--- src/rtl/remap_pkg.sv ---
package remap_pkg;

    localparam int SEL_W  = 4;
    localparam int DATA_W = 8;

    localparam logic [DATA_W-1:0] KEY_ARM  = 8'hA5;
    localparam logic [DATA_W-1:0] KEY_FIRE = 8'h5A;

    typedef enum logic [1:0] {
        OWN_GPIO   = 2'd0,
        OWN_REMAP  = 2'd1,
        OWN_ANALOG = 2'd2
    } pin_owner_e;

    typedef struct packed {
        logic drv;
        logic en;
    } pad_drive_t;

    typedef struct packed {
        logic hit;
        logic data;
        logic is_in;
        logic analog;
    } in_tap_t;

    function automatic pin_owner_e pick_owner(input logic analog, input logic remapped);
        if (analog)
            return OWN_ANALOG;
        else if (remapped)
            return OWN_REMAP;
        else
            return OWN_GPIO;
    endfunction

endpackage

--- src/rtl/remap_sync.sv ---
module remap_sync #(
    parameter int WIDTH = 8
) (
    input  logic             clk,
    input  logic             rst,
    input  logic [WIDTH-1:0] d_in,
    output logic [WIDTH-1:0] d_sync
);
    logic [WIDTH-1:0] stage1_q;
    logic [WIDTH-1:0] stage2_q;

    always_ff @(posedge clk) begin
        if (rst) begin
            stage1_q <= '0;
            stage2_q <= '0;
        end else begin
            stage1_q <= d_in;
            stage2_q <= stage1_q;
        end
    end

    assign d_sync = stage2_q;
endmodule

--- src/rtl/remap_cfg.sv ---
module remap_cfg
    import remap_pkg::*;
#(
    parameter int NUM_PIN_IN = 4,
    parameter int NUM_PINS   = 8,
    parameter int ADDR_W     = 5
) (
    input  logic                                 clk,
    input  logic                                 rst,
    input  logic                                 wr_en,
    input  logic [ADDR_W-1:0]                    wr_addr,
    input  logic [DATA_W-1:0]                    wr_data,
    input  logic [ADDR_W-1:0]                    rd_addr,
    output logic [DATA_W-1:0]                    rd_data,
    output logic [NUM_PIN_IN-1:0][SEL_W-1:0]     in_sel,
    output logic [NUM_PINS-1:0][SEL_W-1:0]       out_sel,
    output logic                                 locked
);
    localparam int               OUT_BASE = NUM_PIN_IN;
    localparam logic [ADDR_W-1:0] KEY_ADDR = '1;

    logic arm_q;
    logic lock_q;
    logic key_wr;
    logic sel_wr;

    assign key_wr = wr_en && (wr_addr == KEY_ADDR);
    assign sel_wr = wr_en && !key_wr && !lock_q;

    always_ff @(posedge clk) begin
        if (rst) begin
            for (int i = 0; i < NUM_PIN_IN; i++) in_sel[i] <= '1;
            for (int p = 0; p < NUM_PINS; p++)   out_sel[p] <= '0;
        end else if (sel_wr) begin
            for (int i = 0; i < NUM_PIN_IN; i++)
                if (wr_addr == ADDR_W'(i)) in_sel[i] <= wr_data[SEL_W-1:0];
            for (int p = 0; p < NUM_PINS; p++)
                if (wr_addr == ADDR_W'(OUT_BASE + p)) out_sel[p] <= wr_data[SEL_W-1:0];
        end
    end

    always_ff @(posedge clk) begin
        if (rst) begin
            arm_q  <= 1'b0;
            lock_q <= 1'b0;
        end else begin
            arm_q <= key_wr && (wr_data == KEY_ARM);
            if (key_wr && (wr_data == KEY_FIRE) && arm_q)
                lock_q <= !lock_q;
        end
    end

    always_comb begin
        rd_data = '0;
        for (int i = 0; i < NUM_PIN_IN; i++)
            if (rd_addr == ADDR_W'(i)) rd_data = DATA_W'(in_sel[i]);
        for (int p = 0; p < NUM_PINS; p++)
            if (rd_addr == ADDR_W'(OUT_BASE + p)) rd_data = DATA_W'(out_sel[p]);
        if (rd_addr == KEY_ADDR) rd_data = DATA_W'(lock_q);
    end

    assign locked = lock_q;
endmodule

--- src/rtl/remap_in_route.sv ---
module remap_in_route
    import remap_pkg::*;
#(
    parameter int                    NUM_PIN_IN = 4,
    parameter int                    NUM_PINS   = 8,
    parameter logic [NUM_PIN_IN-1:0] IN_IDLE    = '0
) (
    input  logic [NUM_PIN_IN-1:0][SEL_W-1:0] in_sel,
    input  logic [NUM_PINS-1:0]              pin_sync,
    input  logic [NUM_PINS-1:0]              pin_tris,
    input  logic [NUM_PINS-1:0]              pin_analog,
    output logic [NUM_PIN_IN-1:0]            periph_in
);
    for (genvar i = 0; i < NUM_PIN_IN; i++) begin : g_in
        in_tap_t tap;
        logic    pass;

        always_comb begin
            tap = '0;
            for (int p = 0; p < NUM_PINS; p++) begin
                if (in_sel[i] == SEL_W'(p)) begin
                    tap.hit    = 1'b1;
                    tap.data   = pin_sync[p];
                    tap.is_in  = pin_tris[p];
                    tap.analog = pin_analog[p];
                end
            end
        end

        assign pass         = tap.hit && tap.is_in && !tap.analog;
        assign periph_in[i] = pass ? tap.data : IN_IDLE[i];
    end
endmodule

--- src/rtl/remap_out_route.sv ---
module remap_out_route
    import remap_pkg::*;
#(
    parameter int NUM_PINS    = 8,
    parameter int NUM_PIN_OUT = 6
) (
    input  logic [NUM_PINS-1:0][SEL_W-1:0] out_sel,
    input  logic [NUM_PIN_OUT-1:0]         periph_out,
    input  logic [NUM_PIN_OUT-1:0]         periph_oe,
    input  logic [NUM_PINS-1:0]            pin_lat,
    input  logic [NUM_PINS-1:0]            pin_tris,
    input  logic [NUM_PINS-1:0]            pin_analog,
    output logic [NUM_PINS-1:0]            pad_out,
    output logic [NUM_PINS-1:0]            pad_oe
);
    for (genvar p = 0; p < NUM_PINS; p++) begin : g_pin
        logic       remapped;
        pad_drive_t src;
        pad_drive_t res;

        always_comb begin
            remapped = 1'b0;
            src      = '0;
            for (int k = 0; k < NUM_PIN_OUT; k++) begin
                if (out_sel[p] == SEL_W'(k + 1)) begin
                    remapped = 1'b1;
                    src.drv  = periph_out[k];
                    src.en   = periph_oe[k];
                end
            end
        end

        always_comb begin
            case (pick_owner(pin_analog[p], remapped))
                OWN_ANALOG: res = '0;
                OWN_REMAP:  res = src;
                default: begin
                    res.drv = pin_lat[p];
                    res.en  = !pin_tris[p];
                end
            endcase
        end

        assign pad_out[p] = res.drv;
        assign pad_oe[p]  = res.en;
    end
endmodule

--- src/rtl/remap_xbar.sv ---
module remap_xbar
    import remap_pkg::*;
#(
    parameter int                    NUM_PINS    = 8,
    parameter int                    NUM_PIN_IN  = 4,
    parameter int                    NUM_PIN_OUT = 6,
    parameter int                    ADDR_W      = 5,
    parameter logic [NUM_PIN_IN-1:0] IN_IDLE     = 4'b1001
) (
    input  logic                   clk,
    input  logic                   rst,
    input  logic                   wr_en,
    input  logic [ADDR_W-1:0]      wr_addr,
    input  logic [DATA_W-1:0]      wr_data,
    input  logic [ADDR_W-1:0]      rd_addr,
    output logic [DATA_W-1:0]      rd_data,
    input  logic [NUM_PINS-1:0]    pad_in,
    input  logic [NUM_PINS-1:0]    pin_tris,
    input  logic [NUM_PINS-1:0]    pin_lat,
    input  logic [NUM_PINS-1:0]    pin_analog,
    input  logic [NUM_PIN_OUT-1:0] periph_out,
    input  logic [NUM_PIN_OUT-1:0] periph_oe,
    output logic [NUM_PIN_IN-1:0]  periph_in,
    output logic [NUM_PINS-1:0]    pad_out,
    output logic [NUM_PINS-1:0]    pad_oe
);
    logic [NUM_PIN_IN-1:0][SEL_W-1:0] in_sel;
    logic [NUM_PINS-1:0][SEL_W-1:0]   out_sel;
    logic                             locked;
    logic [NUM_PINS-1:0]              pin_sync;

    remap_sync #(.WIDTH(NUM_PINS)) u_sync (
        .clk    (clk),
        .rst    (rst),
        .d_in   (pad_in),
        .d_sync (pin_sync)
    );

    remap_cfg #(
        .NUM_PIN_IN (NUM_PIN_IN),
        .NUM_PINS   (NUM_PINS),
        .ADDR_W     (ADDR_W)
    ) u_cfg (
        .clk     (clk),
        .rst     (rst),
        .wr_en   (wr_en),
        .wr_addr (wr_addr),
        .wr_data (wr_data),
        .rd_addr (rd_addr),
        .rd_data (rd_data),
        .in_sel  (in_sel),
        .out_sel (out_sel),
        .locked  (locked)
    );

    remap_in_route #(
        .NUM_PIN_IN (NUM_PIN_IN),
        .NUM_PINS   (NUM_PINS),
        .IN_IDLE    (IN_IDLE)
    ) u_in (
        .in_sel     (in_sel),
        .pin_sync   (pin_sync),
        .pin_tris   (pin_tris),
        .pin_analog (pin_analog),
        .periph_in  (periph_in)
    );

    remap_out_route #(
        .NUM_PINS    (NUM_PINS),
        .NUM_PIN_OUT (NUM_PIN_OUT)
    ) u_out (
        .out_sel    (out_sel),
        .periph_out (periph_out),
        .periph_oe  (periph_oe),
        .pin_lat    (pin_lat),
        .pin_tris   (pin_tris),
        .pin_analog (pin_analog),
        .pad_out    (pad_out),
        .pad_oe     (pad_oe)
    );
endmodule

--- config.mk ---
export PLATFORM = sky130hd
export DESIGN_NAME = remap_xbar
export DESIGN_NICKNAME = d
export VERILOG_FILES = /design/src/rtl/remap_pkg.sv /design/src/rtl/remap_sync.sv /design/src/rtl/remap_cfg.sv /design/src/rtl/remap_in_route.sv /design/src/rtl/remap_out_route.sv /design/src/rtl/remap_xbar.sv
export SDC_FILE = /design/constraint.sdc
export NUM_CORES = 1
export LEC_CHECK = 0
export CORE_ASPECT_RATIO = 0.6
export CORE_UTILIZATION = 36
export CTS_BUF_LIST = sky130_fd_sc_hd__clkbuf_8
export DETAILED_ROUTE_END_ITERATION = 10
export GPL_ROUTABILITY_DRIVEN = 0
export HOLD_SLACK_MARGIN = 0.1
export PLACE_DENSITY = 0.68
export SETUP_SLACK_MARGIN = 0.15
export SYNTH_ARGS = -nofsm -noshare
export SYNTH_HDL_FRONTEND = slang
export SYNTH_SLANG_ARGS = --single-unit
export TNS_END_PERCENT = 10
--- constraint.sdc ---
create_clock -name clk -period 2.23 [get_ports clk]
set_input_delay 0.446 -clock clk [delete_from_list [all_inputs] [get_ports clk]]
set_output_delay 0.446 -clock clk [all_outputs]
set_load 0.05 [all_outputs]
* Word-level counts from Yosys, hierarchy flattened
Index checks and enable logic that the tools add are counted.
** Cells by class
- Reduce and logical (&&, ||, !) cells :: 46
- Equal/unequal tests :: 118
- Mux-type cells :: 169
** Operator list (count)
- 4-bit two-way mux :: 45
- 4-bit by 3-bit == test with 1-bit output, second input constant :: 40
- 2-bit two-way mux :: 56
- 4-bit by 2-bit == test with 1-bit output, second input constant :: 24
- 1-bit two-way mux :: 60
- 4-bit by 1-bit == test with 1-bit output, second input constant :: 12
- 5-bit by 3-bit == test with 1-bit output, second input constant :: 8
- 5-bit by 4-bit == test with 1-bit output, second input constant :: 8
- 2-bit case mux with 2 select lines :: 8
- 2-bit AND reduction :: 12
- 5-bit by 2-bit == test with 1-bit output, second input constant :: 4
- 2-bit by 1-bit == test with 1-bit output, second input constant :: 8
- 2-bit == test, second input constant :: 8
- 4-bit logical NOT :: 4
- 1-bit logical AND :: 14
- 1-bit logical NOT :: 14
- 5-bit by 1-bit == test with 1-bit output, second input constant :: 2
- 5-bit == test, second input constant :: 2
- 5-bit logical NOT :: 2
- 8-bit by 7-bit == test with 1-bit output, second input constant :: 1
- 8-bit == test, second input constant :: 1
** Storage, ports and cells
- Bits in registers :: 66
- Input bits :: 65
- Logic and storage cells :: 349

* Depth between registers and ports, before layout
Gate-level depths: netlist (run 1).
- Depth after elaboration :: 14
- Depth in mapped cells :: 7
- Depth with buffers taken out :: 4

* Cells and area by module
From an unflattened synthesis (run 1), not the netlist that was laid out.
** Unflattened totals
- Cell total of the unflattened synthesis :: 706
- Area total of the unflattened synthesis :: 5375.2 sq um
** By module, submodules not included
- remap_cfg :: seq. area each 1001.0 sq um, times used 1, cells each 347, area an instance 2688.8 sq um
- remap_out_route :: seq. area each 0.0 sq um, times used 1, cells each 245, area an instance 1659.1 sq um
- remap_in_route :: seq. area each 0.0 sq um, times used 1, cells each 81, area an instance 563.0 sq um
- remap_sync :: seq. area each 320.3 sq um, times used 1, cells each 33, area an instance 464.2 sq um

* Least setup slack after synthesis (run 1)
OpenSTA, ideal clock, no wires.
- Kind :: input port to output port
- From :: in periph_oe[3]
- To :: out pad_oe[1]
- Slack :: -650 ps
- Cell stages on the path :: 4
- Arrival :: 2434 ps
- Buffers on the path :: 1
- Path through :: clkbuf_1 -> mux2i_1 -> mux4_2 -> o32ai_1
** Between the ends
- Cells in the longest elaborated chain, start to end :: 4
** Ends and longest elaborated chain
- from (decl) :: line remap_xbar.sv:22 : input logic [NUM_PIN_OUT-1:0] periph_oe,
- 2-bit two-way mux (3 in series) :: line remap_out_route.sv:25 : if (out_sel[p] == SEL_W'(k + 1)) begin
- 2-bit case mux with 2 select lines :: line remap_out_route.sv:34 : case (pick_owner(pin_analog[p], remapped))
- to (decl) :: line remap_xbar.sv:25 : output logic [NUM_PINS-1:0] pad_oe
No other way between the ends.

* Worst setup path in the final report (run 1)
- From :: reg u_sync.stage2_q[2], in the netlist u_sync.d_sync[2]
- To :: out periph_in[2]
** Between the ends
- Cells in the longest elaborated chain, start to end :: 7
** Ends and longest elaborated chain
- from (decl) :: line remap_sync.sv:10 : logic [WIDTH-1:0] stage2_q;
- from (signal assigned) :: line remap_sync.sv:18 : stage2_q <= stage1_q;
- 4-bit two-way mux (6 in series) :: line remap_in_route.sv:21 : if (in_sel[i] == SEL_W'(p)) begin
- 1-bit two-way mux :: line remap_in_route.sv:31 : assign periph_in[i] = pass ? tap.data : IN_IDLE[i];
- to (decl) :: line remap_xbar.sv:23 : output logic [NUM_PIN_IN-1:0] periph_in,
No other way between the ends.

==> flow_summary.yaml, run 1 <==
grt:
  antenna_found_initial: 0
  grt_pass1_vias: 5258
  grt_pass1_wl_um: 28500
  grt_overflow: 0
  grt_usage: 0.264
  grt_max_degree: 66
pwr:
  p_leak_nw: 2.76
  switching_share: 0.280
  intPower_w: 0.00244
  power_density_mw_per_mm2: 454
  p_seq_frac: 0.356
  power_w: 0.00339
  worst_ir_drop_vdd_mv: 0.245
  power.combinational.fraction: 0.243
  power_switching_w: 0.000949
  p_clk_frac: 0.401
routing:
  wl_um: 18600
  drt_iter0_drc: 723
  firstDrtPassIters: 10
  drc_errors: 5
  ant_nets: 0
  via_per_inst: 6.06
  via_count: 5560
  wl_per_cell_um: 20.3
cells_and_area:
  multi_input_area_sq_mm: 0.00371
  syn2layout_area_growth_pct: 52.4
  utilization: 0.571
  n_antenna_cell: 0
  area.sequential_sq_mm: 0.00138
  drive_gt1_frac: 0.361
  nets: 808
  nFillCells: 1113
timing:
  period_needed_ns: 2.38
  finalHoldViolCount: 0
  setup_ws_ns: -0.147
  period_share: 1.07
  fmax_ghz: 0.421
  slew-limit-headroom: 0.559
  setup_violations: 20
  clock_skew_ns: 0.00529
  rsz0062_at_grt: "yes"
  tightest_slew_ns: 0.662
  report.final.slew_viol_count: 0
worst_setup_path:
  r2r_slack_ns: 0.53
  slowest_delay_ns: 0.50
  critPathLaunchType: "flop"
  cp_data_arrival_time_ns: 1.93
  worstSetupEndpointType: "output pin"
  crit_path_max_fanout: 2
  worstPathCellList: "nand3b_1, mux4_2, or2_4, a21oi_4, buf_12"
  worst_path_max_delay_cell: "mux4_2"
  path_class: "flop to output pin"
  reg2reg_depth: 4
  cp.required_ns: 1.78
  r2r-end: "u_cfg.in_sel[13]"
  r2r-start: "u_cfg.locked"
floorplan:
  start_util: 0.374
  core-area_sq_mm: 0.0131
  die_w_um: 152
  die_h_um: 92.3
  dieArea_sq_mm: 0.0141
  num_io_pins: 93
  num_rows: 32
logic_synthesis:
  syn-instance-count: 604
  yosysUniqueCellTypes: 65
  syn_avg_cell_area_sq_um: 8.09
  synth_top_area_cell: "dfxtp_1"
  ys_seq_elements: 66
  synth_top_area_share: 0.270
  synth_top_cells_by_area: "dfxtp_1 27%, mux4_2 8.3%, mux2i_1 6.8%"
  seq_area_frac_synth: 0.270
  yosysWarnings: 0
  async_flop_share: 0
  syn_area_sq_mm: 0.00489
  ys.flop_type: "dfxtp_1"
  synth_edf_count: 0
clock_network:
  cts_tree: "built"
  h-tree-depth: 3
  root_buffer: "clkbuf_8"
  cts.clk_slew.worst_paths_ns: 0.08
  hold_buffers: 0
  cts.sinks: 66
  insertion_delay_ns: 0.35
  numCtsBuffers: 9
  cts_max_path_buffers: 2
worst_hold_path:
  min_path_cells: 1
  min_from: "u_sync.stage1_q[2]"
  hold_class: "flop to flop"
  min_to: "u_sync.d_sync[2]"
placed_design:
  port_buffers: 88
  dp_hpwl_um: 13300
flow_run:
  drv_cap: 0
outcome:
  status: "finished with violations"
  violations: "DRC, setup timing"
[layer usage]
metal | track usage | routed length, um
met5 | 0 | 0
met4 | 0.106 | 575
met3 | 0.0888 | 2220
met2 | 0.405 | 8150
met1 | 0.341 | 7660
[critical path, delay by kind of cell (launching register included)]
family	cells	cell delay, ns
muxes	1	0.50
and+or+nand+nor	2	0.40
DFF	1	0.33
AOI/OAI and AO/OA	1	0.19
buffers and inverters	1	0.15
[power by group through the flow]
| stage | Combinational (W) | Clock (W) | Sequential, W |
|---|---|---|---|
| after floorplan | 0.000360 | 0 | 0.00124 |
| after global placement | 0.000737 | 0 | 0.00124 |
| after detailed placement | 0.000751 | 0 | 0.00125 |
| after CTS | 0.000794 | 0.00136 | 0.00121 |
| after global routing | 0.000859 | 0.00142 | 0.00121 |
| final | 0.000823 | 0.00136 | 0.00121 |
[state kept, by name (all words and copies together), names as in the netlist]
signal           count
u_cfg.out_sel       32
u_cfg.in_sel        16
u_cfg.locked         1
u_cfg.arm_q          1
u_sync.stage1_q      8
u_sync.d_sync        8
[cells by family after synthesis]
logic type	after synthesis	share of synthesized area
compound gates	129	0.179
simple gates	283	0.324
mux	56	0.162
flops	66	0.270
other cells	1	0.000767
buf+inv	69	0.0640
[cell type report]
class	instances	area share
multi-input cells	472	0.498
repair buffers	184	0.247
flip-flops and latches	66	0.186
well taps	170	0.0286
clock inverters	7	0.0190
clock buffers	9	0.0166
inverters	10	0.00504
[per-stage QoR]
step	std cells	setup TNS (ns)	area (sq um)	hold slack [ns]	setup slack (ns)
floorplan	607	-1.36	5010	0.414	-0.218
global placement	888	-9.91	6640	0.423	-0.539
detailed placement	888	-10.78	6640	0.425	-0.596
CTS	912	-1.06	7340	0.442	-0.124
global route	918	-2.28	7450	0.465	-0.195
finish	918	-1.20	7450	0.436	-0.147
[worst max-delay path by stage]
stage,from,endpoint,slack [ns],depth (start not counted)
6_report,u_sync.d_sync[2],periph_in[2],-0.15,5
3_3_place_gp,rd_addr[3],rd_data[1],-0.54,6
4_1_cts,u_sync.d_sync[2],periph_in[2],-0.12,5
5_1_grt,u_cfg.out_sel[25],pad_out[6],-0.19,6
2_1_floorplan,u_cfg.out_sel[29],pad_oe[7],-0.22,4
3_5_place_dp,periph_oe[4],pad_oe[3],-0.60,7
[synth_stat cells, drive strengths merged (7+ instances only)]
cell type	number
dfxtp	66
nand2	65
a21oi	42
nand3	39
nor2	37
mux2i	33
clkbuf	30
buf	29
nor2b	26
nand2b	22
nand3b	20
mux4	18
nor3b	17
o21ai	17
nor3	16
inv	10
a211o	9
o32ai	9
or2	7
[what timing repair did]
action | CTS | global route
endpoints found under the setup margin | 24 | 24
gates resized for setup | 195 | 19
pin swaps | 36 | 10
setup buffers | 8 | 6
[cell usage in the layout, fill, tap and decap left out, types with 12 or more instances in the layout]
cell / netlist / layout
mux2i_1: 33 / 33
nand3b_1: 20 / 20
dfxtp_1: 66 / 42
dlygate4sd2_1: 0 / 13
nor3_1: 16 / 13
nand2b_1: 22 / 18
nand3_1: 39 / 39
nor2_1: 37 / 36
buf_12: 0 / 22
buf_4: 7 / 84
o21ai_0: 16 / 12
buf_6: 0 / 14
a21oi_1: 42 / 35
nor2b_1: 26 / 25
nand2_1: 65 / 63
clkdlybuf4s50_1: 0 / 30
mux4_2: 18 / 18
dfxtp_4: 0 / 13
Note: power is estimated with default switching activity, not from simulation.
==> run 2: changes to the inputs <==
Settings changed: CORE_MARGIN set to 2, CTS_CLUSTER_SIZE set to 28.
==> run 2 against run 1 <==
The flow finishes with violations (setup timing). Via count down 1.6%. Design area down 0.54%. Die area up 3.5%. Combinational power up 0.7%. Count of clock-buffer cells in the layout unchanged. Critical path type is now input pin to output pin. Largest cell class unchanged.
==> flow_summary.yaml, run 2 (synthesis results as in run 1) <==
cells_and_area:
  largest_register_ffs: 32
  nets: 809
  n_antenna_cell: 0
  syn2layout_area_growth_pct: 51.6
  nFillCells: 1108
  finish.instance_area_sq_mm: 0.00741
  reg_top3: "u_cfg.out_sel: 32 flops, u_cfg.in_sel: 16 flops"
  drive_gt1_frac: 0.348
  top_register: "u_cfg.out_sel"
  final_cell_mix: "80 x buf_4, 63 x nand2_1, 43 x dfxtp_1"
  layout_commonest_cell: "buf_4"
clock_network:
  numCtsBuffers: 9
  cts.sinks: 66
  insertion_delay_ns: 0.36
  root_buffer: "clkbuf_8"
  h-tree-depth: 3
  hold_buffers: 0
  cts.clk_slew.worst_paths_ns: 0.07
  cts_max_path_buffers: 2
  cts_tree: "built"
pwr:
  power_switching_w: 0.000944
  intPower_w: 0.00233
  switching_share: 0.288
  power_density_mw_per_mm2: 442
  p_leak_nw: 2.74
  power.combinational.fraction: 0.253
  p_seq_frac: 0.369
  p_clk_frac: 0.378
  worst_ir_drop_vdd_mv: 0.341
worst_setup_path:
  cp_data_arrival_time_ns: 1.93
  worstSetupEndpointType: "output pin"
  cp.required_ns: 1.78
  path_class: "input pin to output pin"
  crit_path_max_fanout: 2
  critPathLaunchType: "input pin"
timing:
  hold_slack_ns: 0.445
  finalHoldViolCount: 0
  setup_violations: 19
  fmax_ghz: 0.420
  rsz0062_at_grt: "yes"
  slew-limit-headroom: 0.550
  tightest_slew_ns: 0.675
  period_needed_ns: 2.38
  report.final.slew_viol_count: 0
  period_share: 1.07
  clock_skew_ns: 0.00443
  setup_ws_ns: -0.150
routing:
  drc_errors: 0
  wl_per_cell_um: 20.4
  via_count: 5472
  firstDrtPassIters: 6
  drt_iter0_drc: 719
  ant_nets: 0
  wl_um: 18800
  via_per_inst: 5.95
flow_run:
  drv_cap: 0
grt:
  grt_max_degree: 66
  grt_usage: 0.259
  grt_pass1_vias: 5222
  grt_pass1_wl_um: 28400
  grt_overflow: 0
  antenna_found_initial: 0
outcome:
  violations: "setup timing"
  status: "finished with violations"
worst_hold_path:
  hold_class: "flop to flop"
floorplan:
  num_io_pins: 93
  core-area_sq_mm: 0.0131
  dieArea_sq_mm: 0.0146
  num_rows: 32
  start_util: 0.374
  die_w_um: 154
  die_h_um: 94.3
placed_design:
  dp_hpwl_um: 13800
  port_buffers: 88
  detailed_place.area_sq_mm: 0.00669
## run 2: layout make-up
cell class                      instances  area [sq um]  share of cell area
Inverter                               10          37.5             0.00507
Clock inverter                          7           118              0.0159
Tap cell                              170           213              0.0287
Timing Repair Buffer                  185          1870               0.253
Sequential cell                        66          1380               0.186
Clock buffer                            9           124              0.0167
Multi-Input combinational cell        472          3660               0.495
## run 2: power by group through the flow
stage	logic (W)	clock network, W	registers, W
detailed placement	0.000757	0	0.00125
finish	0.000829	0.00124	0.00121
floorplan	0.000360	0	0.00124
global placement	0.000743	0	0.00124
CTS	0.000804	0.00125	0.00121
global route	0.000866	0.00131	0.00121
## run 2: path summary, 6_finish.rpt
path / from / to / cells after the start / slack [ns]
hold / removal: u_sync.stage1_q[6] / u_sync.d_sync[6] / 1 / 0.45
setup reg to reg: u_cfg.locked / u_cfg.out_sel[12] / 5 / 0.58
hold reg to reg: u_sync.stage1_q[6] / u_sync.d_sync[6] / 1 / 0.45
setup / recovery: pin_tris[1] / periph_in[2] / 6 / -0.15
## run 2: repair_timing
| action | CTS | global route |
|---|---|---|
| gates cloned | 1 | 0 |
| resized for setup | 171 | 23 |
| setup buffers | 9 | 1 |
| setup endpoints to repair | 24 | 24 |
| pin swaps | 32 | 16 |
## run 2: stage by stage
step           TNS (ns)  total power [W]  setup slack, ns  utilization  cells
2_1_floorplan     -1.36          0.00160           -0.218            -    607
3_3_place_gp      -9.48          0.00199           -0.536        0.512    892
3_5_place_dp     -10.12          0.00200           -0.549        0.512    892
4_1_cts           -1.80          0.00326           -0.188        0.561    918
5_1_grt           -2.92          0.00339           -0.216        0.568    919
6_report          -1.56          0.00327           -0.150        0.568    919
## run 2: critical path, stage by stage
cell and delay [ns]:
dlygate4sd2_1 0.27, nand3b_1 0.17, mux4_2 0.48, or2_4 0.26, a21oi_4 0.17, buf_12 0.15
## run 2: routing by layer
layer  vias up  share of wire  global-route usage
met4         0          0.030              0.0965
met1      2565           0.41               0.342
met2       362           0.43               0.380
met3        47           0.13               0.103
li1       2498              -                   -
met5         -              0                   0
==> run 3: changes to the inputs <==
Settings changed: CORE_MARGIN 2 to 1.
==> results of run 3 <==
Final layout, timing and power as in run 1 (identical DEF).
